$ cat config.mk
export PLATFORM = sky130hd
export DESIGN_NAME = quad_tick_timer
export DESIGN_NICKNAME = d
export VERILOG_FILES = /design/src/rtl/quad_tick_timer.sv
export SDC_FILE = /design/constraint.sdc
export NUM_CORES = 1
export LEC_CHECK = 0
export BUFFER_PORTS_ARGS = -buffer_cell sky130_fd_sc_hd__buf_4
export CORE_MARGIN = 2
export CORE_UTILIZATION = 62
export DETAILED_ROUTE_END_ITERATION = 12
export PLACE_DENSITY = 0.79
export SETUP_SLACK_MARGIN = 0.02
export SKIP_LAST_GASP = 1
export SLEW_MARGIN = 40
export SYNTH_ARGS = -nofsm -noshare
export SYNTH_HDL_FRONTEND = slang
export SYNTH_SLANG_ARGS = --single-unit
$ cat constraint.sdc
create_clock -name clk -period 2.3 [get_ports clk]
set_input_delay 0.46 -clock clk [delete_from_list [all_inputs] [get_ports clk]]
set_output_delay 0.46 -clock clk [all_outputs]
set_load 0.02 [all_outputs]
$ cat src/rtl/quad_tick_timer.sv
module quad_tick_timer #(
  parameter int PS_LO = 16,
  parameter int PS_HI = 256
) (
  input  logic       clk,
  input  logic       rst_n,
  input  logic       bus_wr,
  input  logic [1:0] bus_sel,
  input  logic [7:0] bus_wdata,
  output logic [7:0] bus_rdata,
  input  logic [3:0] ext_trig,
  output logic [2:0] zc_pulse,
  output logic       irq_req,
  output logic [1:0] irq_chan,
  input  logic       irq_ack
);
  localparam logic [7:0] LAST_LO = 8'(PS_LO - 1);
  localparam logic [7:0] LAST_HI = 8'(PS_HI - 1);

  logic [3:0][7:0] cnt, tc, pre, ctl;
  logic [3:0] run_q, armed, tc_pend, pend, trig_q, zc_q;
  logic [3:0] edge_hit, tick, hit;

  always_comb begin
    for (int i = 0; i < 4; i++) begin
      edge_hit[i] = ctl[i][4] ? (ext_trig[i] & ~trig_q[i]) : (~ext_trig[i] & trig_q[i]);
      tick[i]     = run_q[i] & (ctl[i][6] ? edge_hit[i]
                                          : (pre[i] == (ctl[i][5] ? LAST_HI : LAST_LO)));
      hit[i]      = tick[i] & (cnt[i] == 8'd1);
    end
  end

  always_comb begin
    irq_chan = 2'd0;
    for (int i = 3; i >= 0; i--)
      if (pend[i]) irq_chan = 2'(i);
  end

  assign irq_req   = |pend;
  assign bus_rdata = cnt[bus_sel];
  assign zc_pulse  = zc_q[2:0];

  always_ff @(posedge clk or negedge rst_n) begin
    if (!rst_n) begin
      cnt <= '0; tc <= '0; pre <= '0; ctl <= '0;
      run_q <= '0; armed <= '0; tc_pend <= '0; pend <= '0;
      trig_q <= '0; zc_q <= '0;
    end else begin
      trig_q <= ext_trig;
      for (int i = 0; i < 4; i++) begin
        zc_q[i] <= hit[i];
        if (hit[i] && ctl[i][7])                 pend[i] <= 1'b1;
        else if (irq_ack && irq_chan == 2'(i))   pend[i] <= 1'b0;

        if (bus_wr && bus_sel == 2'(i)) begin
          if (tc_pend[i]) begin
            tc[i]      <= bus_wdata;
            cnt[i]     <= bus_wdata;
            pre[i]     <= '0;
            tc_pend[i] <= 1'b0;
            armed[i]   <= ctl[i][3] & ~ctl[i][6];
            run_q[i]   <= ~(ctl[i][3] & ~ctl[i][6]);
          end else if (bus_wdata[0]) begin
            ctl[i]     <= bus_wdata;
            tc_pend[i] <= bus_wdata[2];
            if (bus_wdata[1]) begin
              run_q[i] <= 1'b0;
              armed[i] <= 1'b0;
            end
          end
        end else begin
          if (armed[i] && edge_hit[i]) begin
            armed[i] <= 1'b0;
            run_q[i] <= 1'b1;
          end
          if (run_q[i]) begin
            pre[i] <= (tick[i] || ctl[i][6]) ? 8'd0 : pre[i] + 8'd1;
            if (tick[i]) cnt[i] <= hit[i] ? tc[i] : cnt[i] - 8'd1;
          end
        end
      end
    end
  end
endmodule

# Word level (Yosys, flattened, before mapping)
# Cells that the tools add are included.
totals:
  elab_cells: 261
  ff_bits: 151
classes:
  bitwise: 40
  eq_ne: 26
  n_addsub: 8
  mux: 93
  n_lt_le_gt_ge: 1
  n_reduce_logical: 59
op_table:
  columns: ["operator", "n"]
  rows:
  - ["$mux 8", 41]
  - ["$mux 1", 47]
  - ["$reduce_and 3->1", 12]
  - ["$add 8x1->8 const B", 4]
  - ["$eq 8x1->1 const B", 4]
  - ["$eq 8x8->1", 4]
  - ["$reduce_bool 2->1", 16]
  - ["$sub 8x1->8 const B", 4]
  - ["$ne 3x3->1 const B", 8]
  - ["$and 1x1->1", 20]
  - ["$not 1->1", 20]
  - ["$bmux 8 s2", 1]
  - ["$logic_and 1x1->1", 16]
  - ["$reduce_and 2->1", 8]
  - ["$eq 2x2->1 const B", 4]
  - ["$mux 2", 4]
  - ["$ne 2x2->1 const B", 4]
  - ["$eq 2x1->1 const B", 2]
  - ["$logic_not 2->1", 2]
  - ["$logic_or 1x1->1", 4]
  - ["$reduce_or 4->1", 1]
  - ["$lt 2x3->1 const B", 1]

# Depth between registers and ports, before layout
depth:
  word_depth: 10
  ltp_mapped: 8
  mapped_depth_nobuf: 7

# Worst setup path after synthesis
# OpenSTA, ideal clock, no wires.
synth_path:
  kind: "register -> register"
  from: "reg cnt[17] in the netlist's numbering"
  to: "reg cnt[16] in the netlist's numbering"
  slack_ns: 0.303
  stages_incl_launch_ff: 8
  t_arrival_ns: 1.865
  period_less_slack_ns: 1.997
  setup_time_ns: 0.132
  path_cell_list: "dfrtp_1 inv_1 ha_1 or4bb_1 nor2_2 a32oi_2 o311ai_1 o21ai_1"
synth_via:
  elab_chain_len: 6
synth_lines:
  columns: ["item", "line_no", "rtl"]
  rows:
  - ["start: declaration", "20", "logic [3:0][7:0] cnt, tc, pre, ctl;"]
  - ["start signal: indexed assignment", "58", "cnt[i] <= bus_wdata;"]
  - ["start signal: indexed assignment", "78", "if (tick[i]) cnt[i] <= hit[i] ? tc[i] : cnt[i] - 8'd1;"]
  - ["$eq 8x1->1", "29", "hit[i] = tick[i] & (cnt[i] == 8'd1);"]
  - ["$and 1x1->1", "29", null]
  - ["$mux 8 (2 in a row)", "78", null]
  - ["$mux 8", "76", "if (run_q[i]) begin"]
  - ["$mux 8", "55", "if (bus_wr && bus_sel == 2'(i)) begin"]
# Every way passes these cells. The select of a mux whose other input is x is not followed.
# A chain may end at the register's enable or synchronous reset.

# Worst setup path after layout
layout_path:
  from: "reg cnt[25] in the netlist's numbering"
  to: "reg pend[3]"
layout_via:
  elab_chain_len: 4
layout_lines:
  columns: ["item", "line_no", "rtl"]
  rows:
  - ["$eq 8x1->1 (*)", "29", null]
  - ["$and 1x1->1 (*)", "29", null]
  - ["$logic_and 1x1->1 (*)", "52", "if (hit[i] && ctl[i][7]) pend[i] <= 1'b1;"]
  - ["$mux 1 or $reduce_bool 2->1 (tied branches)", null, null]
  - ["end signal: assignment", "46", "run_q <= '0; armed <= '0; tc_pend <= '0; pend <= '0;"]
  - ["end signal: indexed assignment", "52", null]
  - ["end signal: indexed assignment", "53", "else if (irq_ack && irq_chan == 2'(i)) pend[i] <= 1'b0;"]
  - ["end: declaration", "21", "logic [3:0] run_q, armed, tc_pend, pend, trig_q, zc_q;"]
# Mark *: on every way between the ends. The rest lies on a longest branch, timed or not.

==> run summary <==
Setup_tns: 0 ns
Crit path cell chain: inv_1, ha_1, or4bb_1, nor2_1, a32oi_4, o21ai_0
Worst path slowest cell: or4bb_1
CP max FO: 8
Complex-gate fraction of the synthesized area: 16.6%
Max VDD drop: 0.702 mV
Fin. max-slew vios: 0
FMAX: 451 MHz
Sequential share of power: 42.3%
TritonCTS Buffers: 17
NumNets Final: 863
Total grt overflow: 0
Part of the cycle the worst path needs: 96.4%
Clock tree sinks: 139
Initial antenna violation count: 0
Switch share: 35.4%
Worst-Margin Slew: 0.683 ns
Post-synth top cells: 148 x nand2_1, 139 x dfrtp_1, 49 x o21ai_0
Post-synthesis adder-cell area fraction: 1.98%
Top post-synthesis cells by area: dfrtp_1 46%, nand2_1 7.3%, mux2_2 3.4%
Critical Path AT: 2.49 ns
Pleak: 0.00418 uW
Worst setup path class: flop to flop
Clock Power Share: 26.9%
H-tree depth: 4
GP Congestion: 0.896
Clock transition at the registers of the reported paths: 0.06 ns
Maximum clock path buffer count: 2
CORE AREA: 12000 sq um
Rel. slew slack: 54.4%
Port Buf Inserts: 31
Register bit total from synthesis: 139
DRT iter0 DRCs: 567
Area delta synth->final: 14.6%
Inst Count DP: 960
Async S/R FF share, synth: 100%
Die Ht: 115 um
Post-Synth XOR/XNOR Area: 3.47%
TritonCTS clock tree: done
Fillers: 877
Net switching power: 3260 uW
Final Cell Area: 8690 sq um
CP Launch Type: flop
Synth area leader: dfrtp_1
Max_cap viols: 0
Mux cell area share after synthesis: 8.56%
Hold Fails Final Rpt: 0
Syn Nets: 814
Initial Utilization: 63.4%
Tmin final: 2.22 ns
Simple-gate portion of the synthesized area: 20.5%
Ports: 32
Worst-case clock skew: 0.00704 ns
Largest family of logic cells by synthesized area: simple AND/OR/NAND/NOR gates
Number of synthesized flops with an enable pin: 0
Root buffer cell: clkbuf_16
Cell Area, Synth: 7580 sq um
Post-synth top flop: dfrtp_1
Hpwl dp: 13300 um
Vias after detailed routing: 6304
Post-route ant nets: 0
Yosys cell types: 78
Ys Warns: 0
Final WL: 19000 um
Setup WS pre-CTS: 0.0865 ns
R2R setup slack: 0.08 ns
Die area: 13100 sq um
Crit. End Element: flop
Hold Crit Class: primary input to flop
Die W: 115 um
Cells after Synth: 784
Antenna diodes: 0
Total Routing Usage GR: 30.9%
Setup violations, final: 0
Post-DP Area: 8110 sq um
# DRC: 0
Pint: 5950 uW
Rows: 40
Setup Buffers After CTS: 0
Vias in the first global route: 6226
Most numerous cell in the Yosys netlist: nand2_1
Largest stage delay, worst path: 0.46 ns
Wire per inst: 19.1 um
Synthesized area per cell: 9.67 sq um
Share of cells above drive strength 1: 16.7%
Critical Path RT: 2.57 ns
RSZ-0062 raised after global routing: false
Final setup margin: 0.0818 ns
Fin cells: 992
Power share of the combinational group: 30.8%
First-pass GRT wire length: 31200 um
Pwr Density: 1060 nW/um^2
Sequential share of the synthesized area: 45.9%
Post-synth top area share: 45.9%
Status: finished, final reports clean
Largest net degree at the start of global routing: 59
Clk Latency, worst-skew pair: 0.42 ns
Vias per cell: 6.35
1st-pass router iterations: 5
-- logic make-up after synthesis --
family                   after synthesis
flip-flops                           139
multiplexers                          52
AND/OR/NAND/NOR                      315
AO/OA/AOI/OAI                        178
XOR/XNOR                              30
buffers and inverters                 58
adder cells (fa/ha/maj)               12
-- stage by stage --
stage | power [uW] | utilization [%] | hold WS [ns]
floorplan | 5690 | - | 0.164
global placement | 6500 | 67.8 | 0.401
detailed placement | 6680 | 67.8 | 0.405
CTS | 9180 | 72.3 | 0.152
global route | 9740 | 72.6 | 0.149
finish | 9210 | 72.6 | 0.164
-- registers in the layout, summed over array words and instances (netlist names), 20 cells and up --
signal	flops
cnt	32
pre	32
tc	32
ctl	20
-- power by group through the flow --
stage | Clock [uW] | Sequential [uW] | Combinational, uW
global route | 2600 | 3990 | 3150
finish | 2470 | 3900 | 2840
detailed placement | 0 | 3900 | 2790
global placement | 0 | 3850 | 2650
CTS | 2490 | 3870 | 2810
floorplan | 0 | 3630 | 2060
-- final timing paths --
path,to,startpoint,cells past startpoint
setup reg to reg,pend[3],cnt[25],6
max in group asynchronous,pre[1],rst_n,3
hold reg to reg,tc[30],tc[30],2
hold / removal,trig_q[2],ext_trig[2],1
setup / recovery,pend[3],cnt[25],6
min in group asynchronous,pre[13],rst_n,2
-- layer usage --
layer  global-route usage (%)  vias up  part of all wire [%]
li1                         -     2924                     -
met1                     40.2     3080                    41
met2                     49.0      253                    48
met3                     8.26       47                   7.8
met4                     13.3        0                   3.0
met5                        0        -                     0
-- what timing repair did --
| action | CTS | global route |
|---|---|---|
| resized for setup | 0 | 5 |
| hold buffers | 1 | 0 |
| endpoints found under the setup margin | 0 | 4 |
| endpoints found under the hold margin | 40 | 0 |
-- layout make-up --
cell class	count	area, sq um	share of cell area [%]
Clock buffer	24	492	5.66
Timing Repair Buffer	59	474	5.46
Sequential cell	139	3480	40.0
Tap cell	147	184	2.12
Clock inverter	7	41.3	0.475
Inverter	29	109	1.25
Multi-Input combinational cell	587	3910	45.0
-- layout by cell type, fill, tap and decap left out, drive strengths merged, types with 4 or more instances in the layout --
cell	count
nand3b	5
a21oi	27
dfrtp	139
nand2	148
mux2	23
and2	4
and3b	6
mux4	8
nor2	42
nor3b	9
nand2b	6
xor2	14
or3	6
o211ai	17
a21o	9
or4	6
buf	58
ha	12
a211oi	7
o22ai	11
mux2i	21
nand3	26
nor3	19
and3	18
inv	29
clkbuf	24
xnor2	16
a211o	5
o21ai	52
o311ai	5
clkinv	6
a22o	13
nor4	4
-- worst max-delay path, delay by kind of cell, from the launching register on --
family,cells,cell delay [ns]
buffers and inverters,1,0.12
AOI/OAI and AO/OA,2,0.67
and+or+nand+nor,2,0.70
DFF,1,0.42
adders and majority gates,1,0.15
Power figures use the tool's default switching activity.
